## config.mk

```make
export PLATFORM = sky130hd
export DESIGN_NAME = nwc_line_packer
export DESIGN_NICKNAME = d
export VERILOG_FILES = /design/src/rtl/nwc_pkg.sv /design/src/rtl/nwc_classify.sv /design/src/rtl/nwc_store.sv /design/src/rtl/nwc_line_packer.sv
export SDC_FILE = /design/constraint.sdc
export NUM_CORES = 1
export LEC_CHECK = 0
export BUFFER_PORTS_ARGS = -buffer_cell sky130_fd_sc_hd__buf_2
export CORE_MARGIN = 2
export CORE_UTILIZATION = 45
export DETAILED_ROUTE_END_ITERATION = 10
export HOLD_SLACK_MARGIN = 0.05
export PLACE_DENSITY = 0.73
export SLEW_MARGIN = 15
export SYNTH_ARGS = -nofsm -noshare
export SYNTH_HDL_FRONTEND = slang
export SYNTH_SLANG_ARGS = --single-unit
```

## constraint.sdc

```tcl
create_clock -name clk -period 21.9 [get_ports clk]
set_input_delay 3.285 -clock clk [delete_from_list [all_inputs] [get_ports clk]]
set_output_delay 3.285 -clock clk [all_outputs]
set_load 0.02 [all_outputs]
```

## src/rtl/nwc_pkg.sv

```systemverilog
package nwc_pkg;

   typedef enum logic [1:0] {
      PK_ALL_NARROW  = 2'd0,
      PK_FIXED_POOL  = 2'd1,
      PK_SHARED_POOL = 2'd2
   } pack_mode_e;

   // bits in each per-word spill code
   function automatic int code_w(pack_mode_e m);
      return (m == PK_SHARED_POOL) ? 2 : 1;
   endfunction

   // largest number of spilled words a single line may use
   function automatic int max_spill(pack_mode_e m);
      case (m)
         PK_SHARED_POOL: return 3;
         PK_FIXED_POOL:  return 1;
         default:        return 0;
      endcase
   endfunction

   // extra half-words per physical line (one dummy entry when unused)
   function automatic int pool_size(pack_mode_e m);
      case (m)
         PK_SHARED_POOL: return 4;
         PK_FIXED_POOL:  return 2;
         default:        return 1;
      endcase
   endfunction

   // pool entry for the spill of rank k (1-based) in a given half;
   // in shared mode half 0 grows upward and half 1 grows downward
   function automatic int pool_entry(pack_mode_e m, logic half, int rank);
      case (m)
         PK_SHARED_POOL: return half ? (4 - rank) : (rank - 1);
         PK_FIXED_POOL:  return half ? 1 : 0;
         default:        return 0;
      endcase
   endfunction

endpackage

```

## src/rtl/nwc_classify.sv

```systemverilog
module nwc_classify #(
   parameter nwc_pkg::pack_mode_e MODE = nwc_pkg::PK_SHARED_POOL,
   parameter int WORDS  = 8,
   parameter int WORD_W = 32,
   localparam int HALF_W  = WORD_W / 2,
   localparam int CODE_W  = nwc_pkg::code_w(MODE),
   localparam int MAXS    = nwc_pkg::max_spill(MODE),
   localparam int SPILL_N = (MAXS > 0) ? MAXS : 1,
   localparam int POOL    = nwc_pkg::pool_size(MODE),
   localparam int CNT_W   = $clog2(WORDS + 1)
) (
   input  logic [WORDS*WORD_W-1:0]   line,
   input  logic [CNT_W-1:0]          other_used,
   output logic                      fits,
   output logic [WORDS*HALF_W-1:0]   packed_lo,
   output logic [WORDS*CODE_W-1:0]   xcode,
   output logic [SPILL_N*HALF_W-1:0] spill,
   output logic [CNT_W-1:0]          nwide
);

   logic [WORDS-1:0] is_narrow;

   // per-word narrow detection, repeated for every word position
   for (genvar gi = 0; gi < WORDS; gi++) begin : g_word
      assign is_narrow[gi] =
         (line[gi*WORD_W + HALF_W +: HALF_W] == {HALF_W{line[gi*WORD_W + HALF_W - 1]}});
      assign packed_lo[gi*HALF_W +: HALF_W] = line[gi*WORD_W +: HALF_W];
   end

   // rank assignment: k-th wide word in ascending order gets code k
   always_comb begin
      int rank;
      rank  = 0;
      xcode = '0;
      spill = '0;
      for (int i = 0; i < WORDS; i++) begin
         if (!is_narrow[i]) begin
            rank = rank + 1;
            if (rank <= MAXS) begin
               xcode[i*CODE_W +: CODE_W] = CODE_W'(rank);
               spill[(rank-1)*HALF_W +: HALF_W] = line[i*WORD_W + HALF_W +: HALF_W];
            end
         end
      end
      nwide = CNT_W'(rank);
      fits  = (rank <= MAXS) &&
              ((rank + int'(other_used) <= POOL) || (MODE != nwc_pkg::PK_SHARED_POOL));
   end

endmodule

```

## src/rtl/nwc_store.sv

```systemverilog
module nwc_store #(
   parameter nwc_pkg::pack_mode_e MODE = nwc_pkg::PK_SHARED_POOL,
   parameter int WORDS  = 8,
   parameter int WORD_W = 32,
   localparam int HALF_W  = WORD_W / 2,
   localparam int CODE_W  = nwc_pkg::code_w(MODE),
   localparam int MAXS    = nwc_pkg::max_spill(MODE),
   localparam int SPILL_N = (MAXS > 0) ? MAXS : 1,
   localparam int POOL    = nwc_pkg::pool_size(MODE),
   localparam int CNT_W   = $clog2(WORDS + 1),
   localparam int IDX_W   = $clog2(WORDS)
) (
   input  logic                      clk,
   input  logic                      rst_n,
   input  logic                      wr_en,
   input  logic                      wr_half,
   input  logic                      wr_fits,
   input  logic [WORDS*WORD_W-1:0]   wr_line,
   input  logic [WORDS*HALF_W-1:0]   wr_packed,
   input  logic [WORDS*CODE_W-1:0]   wr_xcode,
   input  logic [SPILL_N*HALF_W-1:0] wr_spill,
   input  logic [CNT_W-1:0]          wr_nwide,
   input  logic [IDX_W-1:0]          rd_word,
   input  logic                      rd_half,
   output logic [WORD_W-1:0]         rd_data,
   output logic [CNT_W-1:0]          used_lo,
   output logic [CNT_W-1:0]          used_hi,
   output logic                      narrow_q
);

   logic [WORD_W-1:0] data_q [WORDS];
   logic [CODE_W-1:0] code_q [2][WORDS];
   logic [HALF_W-1:0] pool_q [POOL];
   logic [CNT_W-1:0]  used_q [2];

   always_ff @(posedge clk) begin
      if (!rst_n) begin
         narrow_q <= 1'b0;
         used_q[0] <= '0;
         used_q[1] <= '0;
         for (int i = 0; i < WORDS; i++) begin
            data_q[i]    <= '0;
            code_q[0][i] <= '0;
            code_q[1][i] <= '0;
         end
         for (int p = 0; p < POOL; p++) pool_q[p] <= '0;
      end else if (wr_en) begin
         if (wr_fits) begin
            for (int i = 0; i < WORDS; i++) begin
               if (wr_half) data_q[i][WORD_W-1:HALF_W] <= wr_packed[i*HALF_W +: HALF_W];
               else         data_q[i][HALF_W-1:0]      <= wr_packed[i*HALF_W +: HALF_W];
               code_q[wr_half][i] <= wr_xcode[i*CODE_W +: CODE_W];
            end
            for (int k = 0; k < SPILL_N; k++) begin
               if (k < int'(wr_nwide))
                  pool_q[nwc_pkg::pool_entry(MODE, wr_half, k + 1)] <= wr_spill[k*HALF_W +: HALF_W];
            end
            used_q[wr_half] <= wr_nwide;
            if (!narrow_q) used_q[~wr_half] <= '0;
            narrow_q <= 1'b1;
         end else begin
            for (int i = 0; i < WORDS; i++) begin
               data_q[i]    <= wr_line[i*WORD_W +: WORD_W];
               code_q[0][i] <= '0;
               code_q[1][i] <= '0;
            end
            used_q[0] <= '0;
            used_q[1] <= '0;
            narrow_q  <= 1'b0;
         end
      end
   end

   assign used_lo = used_q[0];
   assign used_hi = used_q[1];

   // read path: same word decode for both layouts, width bit picks slot size
   logic [WORD_W-1:0] rd_slot;
   logic [HALF_W-1:0] rd_lo;
   logic [CODE_W-1:0] rd_code;

   always_comb begin
      rd_slot = data_q[rd_word];
      rd_lo   = rd_half ? rd_slot[WORD_W-1:HALF_W] : rd_slot[HALF_W-1:0];
      rd_code = code_q[rd_half][rd_word];
      if (!narrow_q)
         rd_data = rd_slot;
      else if (rd_code == '0)
         rd_data = {{HALF_W{rd_lo[HALF_W-1]}}, rd_lo};
      else
         rd_data = {pool_q[nwc_pkg::pool_entry(MODE, rd_half, int'(rd_code))], rd_lo};
   end

   // the two halves together never claim more pool entries than exist
   assert_pool_budget_R6: assert property (@(posedge clk) disable iff (!rst_n)
      narrow_q |-> ((int'(used_q[0]) + int'(used_q[1])) <= POOL));

   // an unspilled word of a narrow line reads back sign-extended
   assert_signext_read_R9: assert property (@(posedge clk) disable iff (!rst_n)
      (narrow_q && rd_code == '0) |-> (rd_data[WORD_W-1:HALF_W] == {HALF_W{rd_data[HALF_W-1]}}));

endmodule

```

## src/rtl/nwc_line_packer.sv

```systemverilog
module nwc_line_packer #(
   parameter nwc_pkg::pack_mode_e MODE = nwc_pkg::PK_SHARED_POOL,
   parameter int WORDS  = 8,
   parameter int WORD_W = 32,
   localparam int HALF_W    = WORD_W / 2,
   localparam int CODE_W    = nwc_pkg::code_w(MODE),
   localparam int MAXS      = nwc_pkg::max_spill(MODE),
   localparam int SPILL_N   = (MAXS > 0) ? MAXS : 1,
   localparam int CNT_W     = $clog2(WORDS + 1),
   localparam int IDX_W     = $clog2(WORDS),
   localparam int BYTE_BITS = $clog2(WORD_W / 8),
   localparam int OFS_W     = IDX_W + BYTE_BITS
) (
   input  logic                      clk,
   input  logic                      rst_n,
   input  logic                      fill_en,
   input  logic                      fill_half,
   input  logic [WORDS*WORD_W-1:0]   fill_line,
   output logic                      fill_fits,
   output logic [WORDS*HALF_W-1:0]   fill_packed,
   output logic [WORDS*CODE_W-1:0]   fill_xcode,
   output logic [SPILL_N*HALF_W-1:0] fill_spill,
   input  logic [OFS_W-1:0]          rd_offset,
   input  logic                      rd_half,
   output logic [WORD_W-1:0]         rd_data,
   output logic                      line_narrow
);

   initial begin
      assert (WORDS >= 2 && (WORDS & (WORDS - 1)) == 0)
         else $error("WORDS must be a power of two, at least 2");
      assert (WORD_W >= 16 && (WORD_W % 16) == 0)
         else $error("WORD_W must be a multiple of 16");
   end

   logic [CNT_W-1:0] used_lo, used_hi, other_used, nwide;
   logic             unused_byte_sel;

   assign other_used      = fill_half ? used_lo : used_hi;
   assign unused_byte_sel = ^rd_offset[BYTE_BITS-1:0];

   nwc_classify #(.MODE(MODE), .WORDS(WORDS), .WORD_W(WORD_W)) u_classify (
      .line       (fill_line),
      .other_used (other_used),
      .fits       (fill_fits),
      .packed_lo  (fill_packed),
      .xcode      (fill_xcode),
      .spill      (fill_spill),
      .nwide      (nwide)
   );

   nwc_store #(.MODE(MODE), .WORDS(WORDS), .WORD_W(WORD_W)) u_store (
      .clk       (clk),
      .rst_n     (rst_n),
      .wr_en     (fill_en),
      .wr_half   (fill_half),
      .wr_fits   (fill_fits),
      .wr_line   (fill_line),
      .wr_packed (fill_packed),
      .wr_xcode  (fill_xcode),
      .wr_spill  (fill_spill),
      .wr_nwide  (nwide),
      .rd_word   (rd_offset[OFS_W-1:BYTE_BITS]),
      .rd_half   (rd_half),
      .rd_data   (rd_data),
      .used_lo   (used_lo),
      .used_hi   (used_hi),
      .narrow_q  (line_narrow)
   );

   assert_fit_sets_width_R8: assert property (@(posedge clk) disable iff (!rst_n)
      (fill_en && fill_fits) |=> line_narrow);

   assert_wide_clears_width_R7: assert property (@(posedge clk) disable iff (!rst_n)
      (fill_en && !fill_fits) |=> !line_narrow);

   assert_width_holds_idle_R7: assert property (@(posedge clk) disable iff (!rst_n)
      !fill_en |=> $stable(line_narrow));

endmodule

```

==> metrics.cfg <==
[status]
status = finished, final reports clean

[synth]
synth_area_um2 = 24900
synth_top_flop_cell = edfxtp_1
synth-edff-count = 350
postSynthCellCount = 2290
ys_ff_latch = 359
yosysUniqueCellTypes = 106
avgSynthCellArea_um2 = 10.9
async_flop_share_pct = 0
yosys_warnings = 0
synth.yosys.seq_area_share_pct = 42.9

[clock_tree]
cts_buffers = 39
htreeDepth = 2
cts_resized = 0
post_cts_buffers = 0
ctsLongestPathBuffers = 3
clkSinkCount = 359
cts_root_buf = clkbuf_16
cts_hold_buf = 0
tritoncts = yes
path_clk_slew_ns = 0.06
worstSkewPairLatency_ns = 0.59

[worst_setup_path]
critical_path.endpoint_type = primary output
r2r_slack_ns = 17.38
critPathRequiredTime_ns = 18.62
crit_path_start_kind = input port
path_max_fanout = 22
path_class = input port to primary output
arrival_ns = 12.96
cpPeakStageDelay_ns = 0.87
worst_path_most_repeated_cell = ha_1
slowest_stage = o21ai_0

[layout]
fin_util_pct = 51.4
fin_cells = 3309
areaGrowthSynthToFinish_pct = 13.3
finalInstanceArea_um2 = 28200
layout-drive-gt1-share_pct = 31.4
final_nets = 2869

[detailed_routing]
vias_per_cell = 6.55
postRouteAntennaNets = 0
wl_mm = 99.8
first_pass_iters = 9
vias = 21700
drtIter0Drc = 2799
post_drt_wl_per_cell_um = 30.1
drc = 0

[floorplanning]
initial_utilization_pct = 45.4
row_count = 86
core_um2 = 54900
die_h_um = 239
ios = 492
fp.dieArea_um2 = 57200
chipWidth_um = 239

[placement]
port_buffers = 488
dp.cells = 3232
dpl.hpwl_mm = 74.7
place.gp.congestion = 0.997
placed_cell_area_um2 = 27000

[grt]
antenna_found_initial = 18
grt_pass1_wl_mm = 139
grt_use_total_pct = 33.9
grt_util_met3_pct = 7.16
grt_most_used_layer = met2
grt_pass1_vias = 20400
grt_max_degree = 97
grtUsageMet2_pct = 54.3
use_met1_pct = 41.3
grt-ovfl-total = 0

[timing]
slew_viol_final = 0
setup_viol = 0
rsz0062_at_grt = false
clock.fmax_mhz = 61.6
fin_tns_setup_ns = 0
tightest_slew_ns = 1.20
fin_skew_ns = 0.0189
max_slew_margin_pct = 19.8
final_hold_viol_count = 0
timing.final.crit_share_pct = 74.2
fin_crit_ns = 16.24

[pwr]
pwr_density_cell_nw_per_um2 = 64.3
ir_worst_vdd_mv = 0.0436
p_leak_uw = 0.0117

[run]
timing.max_cap.violations = 0

[min_path]
hold_class = register to register

==> kinds of logic after synthesis <==
kind of cell | synth area share, %
and+or+nand+nor | 16.8
AOI/OAI and AO/OA | 13.5
DFF | 42.9
buffers and inverters | 7.34
muxes | 15.9
adders and majority gates | 1.77
xor gates and xnor gates | 1.76
other | 0.0302
==> sequential cells by signal, indices dropped and copies added (netlist names) <==
signal and cells:
u_store.narrow_q 1, u_store.used_q 8, u_store.data_q 256, u_store.code_q 30, u_store.pool_q 64
==> critical path: cells and delay by family <==
kind	cells	cell delay [ns]
AOI/OAI and AO/OA	11	3.35
adders and majority gates	7	3.10
and+or+nand+nor	11	2.25
buffers and inverters	6	0.95
==> cell usage in the layout, fill, tap and decap left out, drive strengths merged, types with 14 or more instances in the layout <==
cell / Yosys / routed
a21oi: 63 / 63
a221o: 37 / 37
a221oi: 15 / 15
a22o: 102 / 102
a22oi: 44 / 44
a31oi: 35 / 35
and2: 74 / 74
buf: 174 / 521
clkbuf: 111 / 48
clkinv: 2 / 19
edfxtp: 350 / 350
ha: 32 / 32
inv: 58 / 58
mux2: 93 / 93
mux2i: 93 / 93
mux4: 88 / 88
nand2: 199 / 199
nand2b: 24 / 24
nand3: 37 / 37
nand4: 22 / 22
nor2: 194 / 194
nor2b: 102 / 102
nor3: 57 / 57
nor4: 31 / 31
o211ai: 14 / 14
o21ai: 69 / 69
or3: 18 / 18
xnor2: 25 / 25
==> metrics by stage <==
| stage | total power, µW | setup WS, ns | hold slack, ns |
|---|---|---|---|
| floorplan | 1030 | 5.41 | 0.424 |
| global placement | 1170 | 5.95 | 0.438 |
| detailed placement | 1170 | 5.88 | 0.440 |
| CTS | 1810 | 5.83 | 0.456 |
| global route | 1850 | 5.02 | 0.490 |
| finish | 1810 | 5.66 | 0.456 |
==> routing by layer <==
| metal | share of wire (%) | up-vias |
|---|---|---|
| met5 | 0.052 | - |
| met4 | 7.7 | 10 |
| met3 | 11 | 348 |
| met2 | 46 | 1543 |
| met1 | 35 | 10700 |
| li1 | - | 9103 |
==> cell usage after synthesis (60+ instances only) <==
| cell type | instances | share of area, % |
|---|---|---|
| nand2_1 | 199 | 3.0 |
| edfxtp_1 | 350 | 42 |
| buf_4 | 132 | 4.0 |
| a22o_1 | 102 | 3.6 |
| clkbuf_1 | 110 | 1.7 |
| a21oi_1 | 61 | 1.2 |
| mux4_2 | 88 | 8.0 |
| nor2_1 | 191 | 2.9 |
| mux2i_1 | 93 | 3.7 |
| o21ai_0 | 65 | 1.3 |
| mux2_2 | 85 | 3.8 |
| and2_1 | 60 | 1.5 |
| nor2b_1 | 101 | 2.5 |
==> area by class of cell <==
cell class                      count  area (µm²)
Multi-Input combinational cell   1588       12500
Fill cell                        4920       26700
Sequential cell                   359       10700
Tap cell                          704         881
Clock buffer                       48        1010
Clock inverter                     20         189
Antenna cell                        9        22.5
Timing Repair Buffer              521        2690
Inverter                           60         228
==> report_power, final <==
group          switching (µW)  total (µW)  internal (µW)
combinational             224         347            124
sequential               13.5         821            808
clock                     282         646            363
==> path summary, 6_finish.rpt <==
path	depth (start not counted)	from	end
worst min register to register	1	u_store.used_q[0][2]	u_store.used_q[0][2]
worst max register to register	11	u_store.used_q[0][0]	u_store.data_q[3][14]
worst min-delay path	1	u_store.used_q[0][2]	u_store.used_q[0][2]
worst max-delay path	35	fill_line[28]	fill_spill[47]
No activity file was read; power rests on OpenSTA's default activity.
